**config.mk**
```make
export PLATFORM = sky130hd
export DESIGN_NAME = jtag_scan_engine
export DESIGN_NICKNAME = d
export VERILOG_FILES = /design/src/rtl/jse_pkg.sv /design/src/rtl/jse_wfifo.sv /design/src/rtl/jse_rfifo.sv /design/src/rtl/jse_bitclk.sv /design/src/rtl/jse_engine.sv /design/src/rtl/jtag_scan_engine.sv
export SDC_FILE = /design/constraint.sdc
export NUM_CORES = 1
export LEC_CHECK = 0
export ABC_CLOCK_PERIOD_IN_PS = 7500
export BUFFER_PORTS_ARGS = -buffer_cell sky130_fd_sc_hd__buf_2
export CAP_MARGIN = 20
export CORE_ASPECT_RATIO = 0.75
export CORE_MARGIN = 2
export CORE_UTILIZATION = 65
export CTS_BUF_LIST = sky130_fd_sc_hd__clkbuf_16
export CTS_CLUSTER_SIZE = 28
export DETAILED_ROUTE_END_ITERATION = 6
export PLACE_DENSITY = 0.84
export RECOVER_POWER = 50
export REMOVE_ABC_BUFFERS = 1
export SLEW_MARGIN = 5
export SYNTH_ARGS = -nofsm -noshare
export SYNTH_HDL_FRONTEND = slang
export SYNTH_SLANG_ARGS = --single-unit
```
**constraint.sdc**
```tcl
create_clock -name clk -period 7.5 [get_ports clk]
set_input_delay 0.375 -clock clk [delete_from_list [all_inputs] [get_ports clk]]
set_output_delay 0.375 -clock clk [all_outputs]
set_load 0.005 [all_outputs]
```
**src/rtl/jse_pkg.sv**
```systemverilog
package jse_pkg;
    localparam logic [2:0] A_STAT = 3'd0;
    localparam logic [2:0] A_EN   = 3'd1;
    localparam logic [2:0] A_WB1  = 3'd2;
    localparam logic [2:0] A_WB2  = 3'd3;
    localparam logic [2:0] A_WB4  = 3'd4;

    typedef enum logic [2:0] {
        E_IDLE, E_DECODE, E_LEN_LO, E_LEN_HI, E_LOAD, E_SHIFT, E_TMS
    } eng_state_t;

    typedef enum logic [1:0] {
        B_IDLE, B_LOW, B_HIGH
    } bit_state_t;
endpackage

```
**src/rtl/jse_wfifo.sv**
```systemverilog
module jse_wfifo #(
    parameter int DEPTH = 8
) (
    input  logic                         clk,
    input  logic                         rst_n,
    input  logic [2:0]                   push_n,
    input  logic [31:0]                  push_data,
    input  logic                         pop,
    output logic [7:0]                   head,
    output logic [$clog2(DEPTH+1)-1:0]   count
);
    localparam int AW = $clog2(DEPTH);
    localparam int CW = $clog2(DEPTH+1);

    logic [7:0]    mem [DEPTH];
    logic [AW-1:0] wp, rp;
    logic          do_push, pop_ok;
    logic [CW-1:0] take;

    always_comb begin
        do_push = (push_n != 3'd0) && (CW'(push_n) <= CW'(DEPTH) - count);
        take    = do_push ? CW'(push_n) : '0;
        pop_ok  = pop && (count != '0);
        head    = mem[rp];
    end

    always_ff @(posedge clk or negedge rst_n) begin
        if (!rst_n) begin
            wp    <= '0;
            rp    <= '0;
            count <= '0;
        end else begin
            if (do_push) wp <= wp + AW'(push_n);
            if (pop_ok)  rp <= rp + AW'(1);
            count <= count + take - CW'(pop_ok);
        end
    end

    always_ff @(posedge clk) begin
        for (int g = 0; g < 4; g++) begin
            if (do_push && (g < int'(push_n)))
                mem[wp + AW'(g)] <= push_data[8*g +: 8];
        end
    end
endmodule

```
**src/rtl/jse_rfifo.sv**
```systemverilog
module jse_rfifo #(
    parameter int DEPTH = 4
) (
    input  logic                         clk,
    input  logic                         rst_n,
    input  logic                         push,
    input  logic [31:0]                  din,
    input  logic                         pop,
    output logic [31:0]                  head,
    output logic [$clog2(DEPTH+1)-1:0]   count
);
    localparam int AW = (DEPTH > 1) ? $clog2(DEPTH) : 1;
    localparam int CW = $clog2(DEPTH+1);

    logic [31:0]   mem [DEPTH];
    logic [AW-1:0] wp, rp;
    logic          push_ok, pop_ok;

    always_comb begin
        push_ok = push && (count != CW'(DEPTH));
        pop_ok  = pop && (count != '0);
        head    = (count != '0) ? mem[rp] : 32'd0;
    end

    always_ff @(posedge clk or negedge rst_n) begin
        if (!rst_n) begin
            wp    <= '0;
            rp    <= '0;
            count <= '0;
        end else begin
            if (push_ok) wp <= (wp == AW'(DEPTH-1)) ? '0 : wp + AW'(1);
            if (pop_ok)  rp <= (rp == AW'(DEPTH-1)) ? '0 : rp + AW'(1);
            count <= count + CW'(push_ok) - CW'(pop_ok);
        end
    end

    always_ff @(posedge clk) begin
        if (push_ok) mem[wp] <= din;
    end
endmodule

```
**src/rtl/jse_bitclk.sv**
```systemverilog
module jse_bitclk #(
    parameter int HALF = 2
) (
    input  logic clk,
    input  logic rst_n,
    input  logic go,
    input  logic tms_in,
    input  logic tdi_in,
    input  logic tdo,
    output logic tck,
    output logic tms,
    output logic tdi,
    output logic tdo_q,
    output logic done
);
    import jse_pkg::*;
    localparam int CW = (HALF > 1) ? $clog2(HALF) : 1;

    bit_state_t    bst;
    logic [CW-1:0] cnt;
    logic          last;

    assign last = (cnt == CW'(HALF-1));
    assign tck  = (bst == B_HIGH);
    assign done = (bst == B_HIGH) && last;

    always_ff @(posedge clk or negedge rst_n) begin
        if (!rst_n) begin
            bst <= B_IDLE;
            cnt <= '0;
        end else begin
            unique case (bst)
                B_IDLE: if (go) begin bst <= B_LOW; cnt <= '0; end
                B_LOW:  if (last) begin bst <= B_HIGH; cnt <= '0; end
                        else cnt <= cnt + CW'(1);
                B_HIGH: if (last) begin bst <= B_IDLE; cnt <= '0; end
                        else cnt <= cnt + CW'(1);
                default: bst <= B_IDLE;
            endcase
        end
    end

    always_ff @(posedge clk or negedge rst_n) begin
        if (!rst_n) begin
            tms   <= 1'b0;
            tdi   <= 1'b0;
            tdo_q <= 1'b0;
        end else begin
            if (bst == B_IDLE && go) begin
                tms <= tms_in;
                tdi <= tdi_in;
            end
            if (bst == B_LOW && last) tdo_q <= tdo;
        end
    end
endmodule

```
**src/rtl/jse_engine.sv**
```systemverilog
module jse_engine (
    input  logic        clk,
    input  logic        rst_n,
    input  logic [7:0]  head,
    input  logic        empty,
    output logic        pop,
    output logic        bit_go,
    output logic        bit_tms,
    output logic        bit_tdi,
    input  logic        bit_done,
    input  logic        bit_tdo,
    output logic        rf_push,
    output logic [31:0] rf_data,
    output logic        busy
);
    import jse_pkg::*;

    eng_state_t  state;
    logic        op_q;
    logic [5:0]  arg_q;
    logic [7:0]  remain;
    logic [5:0]  tms_sh;
    logic [2:0]  tms_n;
    logic [7:0]  byte_q;
    logic [2:0]  bidx;
    logic        cap;
    logic [31:0] word;
    logic [4:0]  wbit;

    function automatic logic [2:0] top_bit(input logic [5:0] a);
        logic [2:0] n;
        n = 3'd0;
        for (int i = 0; i < 6; i++) if (a[i]) n = 3'(i);
        return n;
    endfunction

    always_ff @(posedge clk or negedge rst_n) begin
        if (!rst_n) begin
            state <= E_IDLE;  op_q <= 1'b0;  arg_q <= '0;  remain <= '0;
            tms_sh <= '0;  tms_n <= '0;  byte_q <= '0;  bidx <= '0;
            cap <= 1'b0;  word <= '0;  wbit <= '0;
        end else begin
            unique case (state)
                E_IDLE: if (!empty) begin
                    op_q  <= head[7];
                    arg_q <= head[5:0];
                    state <= E_DECODE;
                end
                E_DECODE: begin
                    if (!op_q) begin
                        tms_sh <= arg_q;
                        tms_n  <= top_bit(arg_q);
                        state  <= (top_bit(arg_q) != 3'd0) ? E_TMS : E_IDLE;
                    end else if (arg_q[4]) begin
                        cap   <= arg_q[2];
                        word  <= '0;
                        wbit  <= '0;
                        state <= E_LEN_LO;
                    end else begin
                        state <= E_IDLE;
                    end
                end
                E_LEN_LO: if (!empty) begin
                    remain <= {1'b0, head[6:0]} + 8'd1;
                    state  <= E_LEN_HI;
                end
                E_LEN_HI: if (!empty) state <= E_LOAD;
                E_LOAD: if (!empty) begin
                    byte_q <= head;
                    bidx   <= '0;
                    state  <= E_SHIFT;
                end
                E_SHIFT: if (bit_done) begin
                    remain <= remain - 8'd1;
                    if (cap) begin
                        word <= rf_push ? '0 : rf_data;
                        wbit <= rf_push ? '0 : wbit + 5'd1;
                    end
                    if (remain == 8'd1)    state <= E_IDLE;
                    else if (bidx == 3'd7) state <= E_LOAD;
                    else                   bidx  <= bidx + 3'd1;
                end
                E_TMS: if (bit_done) begin
                    tms_sh <= tms_sh >> 1;
                    tms_n  <= tms_n - 3'd1;
                    if (tms_n == 3'd1) state <= E_IDLE;
                end
                default: state <= E_IDLE;
            endcase
        end
    end

    always_comb begin
        pop     = (state == E_IDLE || state == E_LEN_LO || state == E_LEN_HI ||
                   state == E_LOAD) && !empty;
        bit_go  = (state == E_SHIFT) || (state == E_TMS);
        bit_tms = (state == E_TMS) ? tms_sh[0] : (remain == 8'd1);
        bit_tdi = (state == E_SHIFT) ? byte_q[bidx] : 1'b0;
        rf_data = word | (32'(bit_tdo) << wbit);
        rf_push = (state == E_SHIFT) && bit_done && cap &&
                  ((wbit == 5'd31) || (remain == 8'd1));
        busy    = (state != E_IDLE);
    end
endmodule

```
**src/rtl/jtag_scan_engine.sv**
```systemverilog
module jtag_scan_engine #(
    parameter int NPORTS   = 8,
    parameter int WF_DEPTH = 8,
    parameter int RF_DEPTH = 4,
    parameter int TCK_HALF = 2
) (
    input  logic              clk,
    input  logic              rst_n,
    input  logic              bus_wr,
    input  logic              bus_rd,
    input  logic [2:0]        bus_addr,
    input  logic [31:0]       bus_wdata,
    output logic [31:0]       bus_rdata,
    output logic [NPORTS-1:0] jtag_tck,
    output logic [NPORTS-1:0] jtag_tms,
    output logic [NPORTS-1:0] jtag_tdi,
    input  logic [NPORTS-1:0] jtag_tdo,
    output logic [NPORTS-1:0] jtag_ntrst
);
    import jse_pkg::*;
    localparam int WCW = $clog2(WF_DEPTH+1);
    localparam int RCW = $clog2(RF_DEPTH+1);

    logic [NPORTS-1:0] en_q;
    logic              trst_q;
    logic [2:0]        push_n;
    logic [7:0]        wf_head;
    logic [WCW-1:0]    wf_cnt;
    logic [31:0]       rf_head, rf_data;
    logic [RCW-1:0]    rf_cnt;
    logic              wf_pop, rf_push, eng_busy;
    logic              go, b_tms, b_tdi, b_done, b_tdo;
    logic              tck_i, tms_i, tdi_i, tdo_sel;
    logic [2:0]        occ;

    always_comb begin
        push_n = 3'd0;
        if (bus_wr) begin
            unique case (bus_addr)
                A_WB1:   push_n = 3'd1;
                A_WB2:   push_n = 3'd2;
                A_WB4:   push_n = 3'd4;
                default: push_n = 3'd0;
            endcase
        end
        occ     = (wf_cnt > WCW'(7)) ? 3'd7 : wf_cnt[2:0];
        tdo_sel = |(jtag_tdo & en_q);
        unique case (bus_addr)
            A_STAT:  bus_rdata = {eng_busy, occ, 28'd0} | 32'(rf_cnt);
            A_EN:    bus_rdata = 32'(en_q);
            A_WB4:   bus_rdata = rf_head;
            default: bus_rdata = 32'd0;
        endcase
    end

    always_ff @(posedge clk or negedge rst_n) begin
        if (!rst_n) begin
            en_q   <= '0;
            trst_q <= 1'b0;
        end else if (bus_wr) begin
            if (bus_addr == A_EN && $countones(bus_wdata[NPORTS-1:0]) <= 1)
                en_q <= bus_wdata[NPORTS-1:0];
            if (bus_addr == A_STAT)
                trst_q <= bus_wdata[1];
        end
    end

    jse_wfifo #(.DEPTH(WF_DEPTH)) u_wf (
        .clk(clk), .rst_n(rst_n), .push_n(push_n), .push_data(bus_wdata),
        .pop(wf_pop), .head(wf_head), .count(wf_cnt));

    jse_rfifo #(.DEPTH(RF_DEPTH)) u_rf (
        .clk(clk), .rst_n(rst_n), .push(rf_push), .din(rf_data),
        .pop(bus_rd && bus_addr == A_WB4), .head(rf_head), .count(rf_cnt));

    jse_engine u_eng (
        .clk(clk), .rst_n(rst_n), .head(wf_head), .empty(wf_cnt == '0),
        .pop(wf_pop), .bit_go(go), .bit_tms(b_tms), .bit_tdi(b_tdi),
        .bit_done(b_done), .bit_tdo(b_tdo), .rf_push(rf_push),
        .rf_data(rf_data), .busy(eng_busy));

    jse_bitclk #(.HALF(TCK_HALF)) u_bit (
        .clk(clk), .rst_n(rst_n), .go(go), .tms_in(b_tms), .tdi_in(b_tdi),
        .tdo(tdo_sel), .tck(tck_i), .tms(tms_i), .tdi(tdi_i),
        .tdo_q(b_tdo), .done(b_done));

    for (genvar p = 0; p < NPORTS; p++) begin : g_port
        assign jtag_tck[p]   = en_q[p] & tck_i;
        assign jtag_tms[p]   = en_q[p] & tms_i;
        assign jtag_tdi[p]   = en_q[p] & tdi_i;
        assign jtag_ntrst[p] = ~(en_q[p] & trst_q);
    end
endmodule

```
Yosys cells after proc, flatten, opt, wreduce, memory -nomap -nowiden
Memory sizes are Yosys's and may differ from the RTL's.
Index checks and enable logic that the tools add are counted.
{ "totals": {"n_memories": 2, "ramBits": 192, "wordCells": 265, "regBits": 108, "out_inout_bits": 64, "in_bits": 47} }
{ "mem_list": {"columns": ["name", "words", "width", "read_ports", "rd_clocked_by_memory_dff", "wr", "line_no", "rtl"], "rows": [
  ["u_rf.mem", 4, 32, 1, 0, 1, "jse_rfifo.sv:15", "logic [31:0] mem [DEPTH];"],
  ["u_wf.mem", 8, 8, 1, 0, 4, "jse_wfifo.sv:15", "logic [7:0] mem [DEPTH];"]
]} }
{ "op_classes": {"reduce_logical": 51, "eq_ne": 36, "mux": 74, "n_bitwise": 44, "n_lt_le_gt_ge": 8, "shift": 1, "n_addsub": 25} }
{ "ops": {"columns": ["op", "count"], "rows": [
  ["$mux W32", 6],
  ["$pmux W32 S3", 1],
  ["$mux W3", 23],
  ["$pmux W32 S2", 1],
  ["$and A1 B1 Y1", 32],
  ["$or A32 B3 Y32", 1],
  ["$or A32 B32 Y32", 1],
  ["$shl A1 B5 Y32", 1],
  ["$mux W5", 5],
  ["$pmux W3 S7", 1],
  ["$ne A2 B1 Y1 const B", 9],
  ["$logic_and A1 B1 Y1", 17],
  ["$mux W1", 16],
  ["$mux W2", 8],
  ["$mux W8", 2],
  ["$pmux W8 S2", 1],
  ["$eq A3 B3 Y1 const B", 5],
  ["$ne A2 B2 Y1 const B", 7],
  ["$eq A3 B2 Y1 const B", 4],
  ["$mux W6", 2],
  ["$pmux W3 S2", 2],
  ["$pmux W6 S2", 1],
  ["$reduce_and A3 Y1", 4],
  ["$reduce_bool A3 Y1", 4],
  ["other kinds (49)", 85]
]} }

Longest topological paths before layout
{ "logic_depth": {"depth_word": 11, "mapped_depth": 17, "mapped_depth_nobuf": 14} }

Cells and area by module
From an unflattened synthesis, not the netlist that was laid out.
{ "hier_totals": {"hier_cells": 1400, "area_unflattened_um2": 16819.9} }
{ "by_module_without_submodules": {"columns": ["mod", "cells_per_inst", "instances", "area_per_inst_um2"], "rows": [
  ["jse_wfifo", 555, 1, 5775.5],
  ["jse_rfifo", 240, 1, 5267.6],
  ["jse_engine", 436, 1, 4256.6],
  ["jtag_scan_engine", 139, 1, 1173.6],
  ["jse_bitclk", 30, 1, 346.6]
]} }

Worst setup path before layout
No wires, ideal clock.
{ "synth_path": {"kind": "input to register", "startpoint": "in bus_wr", "endpoint": "mem u_wf.mem[4][0], in the netlist u_wf.mem[1][0] (enable)", "setup_slack_ns": 3.864, "arrival_time_ns": 3.232, "setup_ns": 0.404, "stages": 12, "n_path_buf": 2, "path_cell_list": "buf_2 -> and3b_1 -> nand2_1 -> inv_1 -> ha_1 -> nor2b_1 -> o21a_1 -> o211a_1 -> buf_2 -> a21oi_2 -> nand2_1 -> o311ai_0"} }
{ "synth_lines": {"columns": ["item", "line_no", "rtl"], "rows": [
  ["start, declared", "jtag_scan_engine.sv:9", "input logic bus_wr,"],
  ["end, declared", "jse_wfifo.sv:15", null]
]} }

Worst setup path in the final report
{ "layout_path": {"startpoint": "reg u_eng.remain[4]", "endpoint": "reg u_eng.word[14]"} }
{ "layout_via": {"elab_chain_len": 7} }
{ "layout_lines": {"columns": ["item", "line_no", "rtl"], "rows": [
  ["start, declared", "jse_engine.sv:21", "logic [7:0] remain;"],
  ["start signal, assigned", "jse_engine.sv:64", "remain <= {1'b0, head[6:0]} + 8'd1;"],
  ["start signal, assigned", "jse_engine.sv:74", "remain <= remain - 8'd1;"],
  ["$eq A8 B1 Y1", "jse_engine.sv:101", "((wbit == 5'd31) || (remain == 8'd1));"],
  ["$logic_or A1 B1 Y1", "jse_engine.sv:101", null],
  ["$logic_and A1 B1 Y1", "jse_engine.sv:100", "rf_push = (state == E_SHIFT) && bit_done && cap &&"],
  ["$mux W32", "jse_engine.sv:76", "word <= rf_push ? '0 : rf_data;"],
  ["$mux W32", "jse_engine.sv:75", "if (cap) begin"],
  ["$mux W32", "jse_engine.sv:73", "E_SHIFT: if (bit_done) begin"],
  ["$pmux W32 S2", "jse_engine.sv:43", "unique case (state)"],
  ["end signal, assigned", "jse_engine.sv:76", null],
  ["end, declared", "jse_engine.sv:27", "logic [31:0] word;"]
]} }
No other way between the ends. The select of a mux whose other input is x is not followed.
A chain may end at the register's enable or synchronous reset.

==> results.cfg <==
[global_routing]
grt_pass1_vias = 11627
grt_pass1_wl_um = 71000
grt_overflow = 0
grt_start_max_net_pins = 63
track_usage_pct = 35.9
antenna_found_initial = 2

[drt]
wl_um = 46700
vias = 12310
drc = 0
drtPass1Iterations = 6
wl_per_cell_um = 25.5
ant_nets = 0
avgViaCountPerCell = 6.72
drt-initial-drc-count = 1634

[synth]
synth-edff-count = 192
ys.flop_type = edfxtp_1
syn_avg_cell_area_um2 = 11.5
synth_area_um2 = 16200
ys_async_sr_fraction_pct = 36.0
ys_seq_area_share_pct = 52.2
netlist_instances = 1417
synth_cell_types = 78
synth-seq-cells = 300
yosysWarnings = 0

[power_and_ir_drop]
pwr-share-seq_pct = 41.9
p_int_w = 0.00356
max-vdd-ir-drop_mv = 0.251
leakage_nw = 7.70
clkPwrFrac_pct = 22.4
switchingPower_w = 0.00220
p_per_area_nw_per_um2 = 329
swShare_pct = 38.2
p_comb_share_pct = 35.6

[final_layout]
mostFrequentLayoutCells = edfxtp_1 (192), a21oi_1 (161), nor2_1 (157)
layout_commonest_cell = edfxtp_1
nets = 1563
seq_area_um2 = 8470
area_growth_pct = 7.65
multi_input_area_um2 = 6870
fill_cells = 1722
drive_gt1_share_pct = 16.1

[sta]
grt_setup_unrepaired = false
tns_ns = 0
fin_crit_sh_pct = 63.6
slew-limit-headroom_pct = -117
final-setup-viol-count = 0
fin_skew_ns = 0.0243
worstMarginPinSlew_ns = 3.25
fmax_mhz = 210
final-hold-violation-count = 0
finalMaxSlewViolations = 184
period_needed_ns = 4.77
setup_slack_ns = 2.73

[worst_hold_path]
hp-class = in -> reg

[placement]
dp_hpwl_um = 32900
gp_congestion = 1.04
dp_slack_ns = 3.36
port_buffers = 110

[floorplan]
die_w_um = 186
fp.dieH_um = 141
fp.dieArea_um2 = 26300
io_pins = 111
initial_core_util_pct = 65.7
core_area_um2 = 24700
num_rows = 50

[critical_path]
path_class = reg -> reg
cp_data_arrival_time_ns = 5.13
setup.worst_path.start_class = flop
cp.required_ns = 7.86
cp_max_fo = 34
critPathCaptureType = flop

[clock_network]
cts_tree = yes
clk_pin_slew_ns = 0.06
cts_resized = 0
clock_latency_ns = 0.56
cts_buffer_depth = 3
htree_levels = 1
post_cts_buffers = 0
root_buffer = clkbuf_16
postCtsHoldBufs = 1
cts_buffers = 28
clock-sinks = 300

[status]
violations = capacitance limit, slew limit
run_status = finished, violations left

[run]
cap_violations = 4
sequential cells by signal, indices dropped and copies added (netlist names), 3 cells and up:
| signal | flops |
|---|---|
| u_eng.wbit | 5 |
| u_eng.tms_sh | 6 |
| u_rf.mem | 128 |
| u_wf.mem | 64 |
| u_wf.rp | 3 |
| u_eng.bidx | 3 |
| u_eng.state | 3 |
| en_q | 8 |
| u_eng.remain | 8 |
| u_rf.count | 3 |
| u_eng.arg_q | 6 |
| u_eng.tms_n | 3 |
| u_eng.word | 32 |
| u_wf.wp | 3 |
| u_wf.count | 4 |
| u_eng.byte_q | 8 |
metrics by stage:
step | util (%) | hold WS [ns] | power, W | instance area, um2 | std cells
2_1_floorplan | - | 0.0794 | 0.00368 | 15600 | 1308
3_3_place_gp | 67.5 | 0.460 | 0.00433 | 16700 | 1773
5_1_grt | 70.7 | 0.241 | 0.00603 | 17500 | 1831
6_report | 70.7 | 0.235 | 0.00575 | 17500 | 1832
4_1_cts | 70.9 | 0.224 | 0.00573 | 17500 | 1826
3_5_place_dp | 67.5 | 0.470 | 0.00443 | 16700 | 1773
worst max-delay path, cell delays in order (launching register included):
cell	delay [ns]
dfrtp_1	0.44
or4_1	0.58
nor4b_1	0.97
o21ai_0	0.60
o21ai_0	0.39
nor2b_1	0.20
clkbuf_1	1.20
nor2_1	0.18
power groups by stage:
stage / registers (W) / logic [W] / clock network, W
floorplan: 0.00235 / 0.00133 / 0
global placement: 0.00241 / 0.00191 / 0
detailed placement: 0.00243 / 0.00200 / 0
CTS: 0.00241 / 0.00203 / 0.00129
global route: 0.00244 / 0.00223 / 0.00136
finish: 0.00241 / 0.00205 / 0.00129
cells by family (layout without fill, tap and decap cells):
group	Yosys count	in the layout	share of synthesized area (%)
adders and majority gates	45	45	3.79
DFF	300	300	52.2
and+or+nand+nor	421	421	12.7
AOI/OAI and AO/OA	330	330	12.2
muxes	142	142	12.8
buffers and inverters	158	234	5.13
other	0	1	0
xor gates and xnor gates	21	21	1.13
final cells by class:
class / count / share of cell area (%)
Clock inverter: 24 / 0.752
Sequential cell: 300 / 48.5
Antenna cell: 1 / 0.0143
Clock buffer: 28 / 4.01
Inverter: 49 / 1.05
Tap cell: 338 / 2.42
Timing Repair Buffer: 133 / 3.94
Multi-Input combinational cell: 959 / 39.3
synth_stat cells, types with 14 or more instances:
master / count / area share (%)
clkbuf_1: 64 / 1.5
nor3_1: 58 / 1.8
nor2_1: 157 / 3.6
inv_1: 47 / 1.1
ha_1: 38 / 2.9
nand3_1: 19 / 0.59
mux4_2: 50 / 6.9
a21o_1: 37 / 1.7
o21ai_0: 54 / 1.7
xnor2_1: 14 / 0.76
buf_2: 19 / 0.59
and2_1: 51 / 2.0
edfxtp_1: 192 / 36
a21oi_1: 161 / 5.0
mux2_2: 23 / 1.6
mux2i_1: 69 / 4.3
nand2_1: 73 / 1.7
dfrtp_1: 108 / 17
per-layer routing:
layer	global-route usage [%]	up-vias	part of all wire [%]
met3	10.1	75	14
met2	52.2	851	44
li1	-	5323	-
met4	6.78	2	1.9
met1	54.8	6059	41
met5	0	-	0.039
worst paths after layout:
| path | startpoint | end | slack, ns | cells past startpoint |
|---|---|---|---|---|
| min | bus_rd | u_rf.rp[0] | 0.23 | 3 |
| max in group asynchronous | rst_n | u_wf.wp[0] | 3.99 | 3 |
| max | u_eng.remain[4] | u_eng.word[14] | 2.73 | 7 |
| min reg2reg | u_eng.tms_sh[5] | u_eng.tms_sh[5] | 0.48 | 2 |
| min in group asynchronous | rst_n | u_eng.byte_q[6] | 1.44 | 2 |
| max reg2reg | u_eng.remain[4] | u_eng.word[14] | 2.73 | 7 |
(Power assumes the default switching activity.)
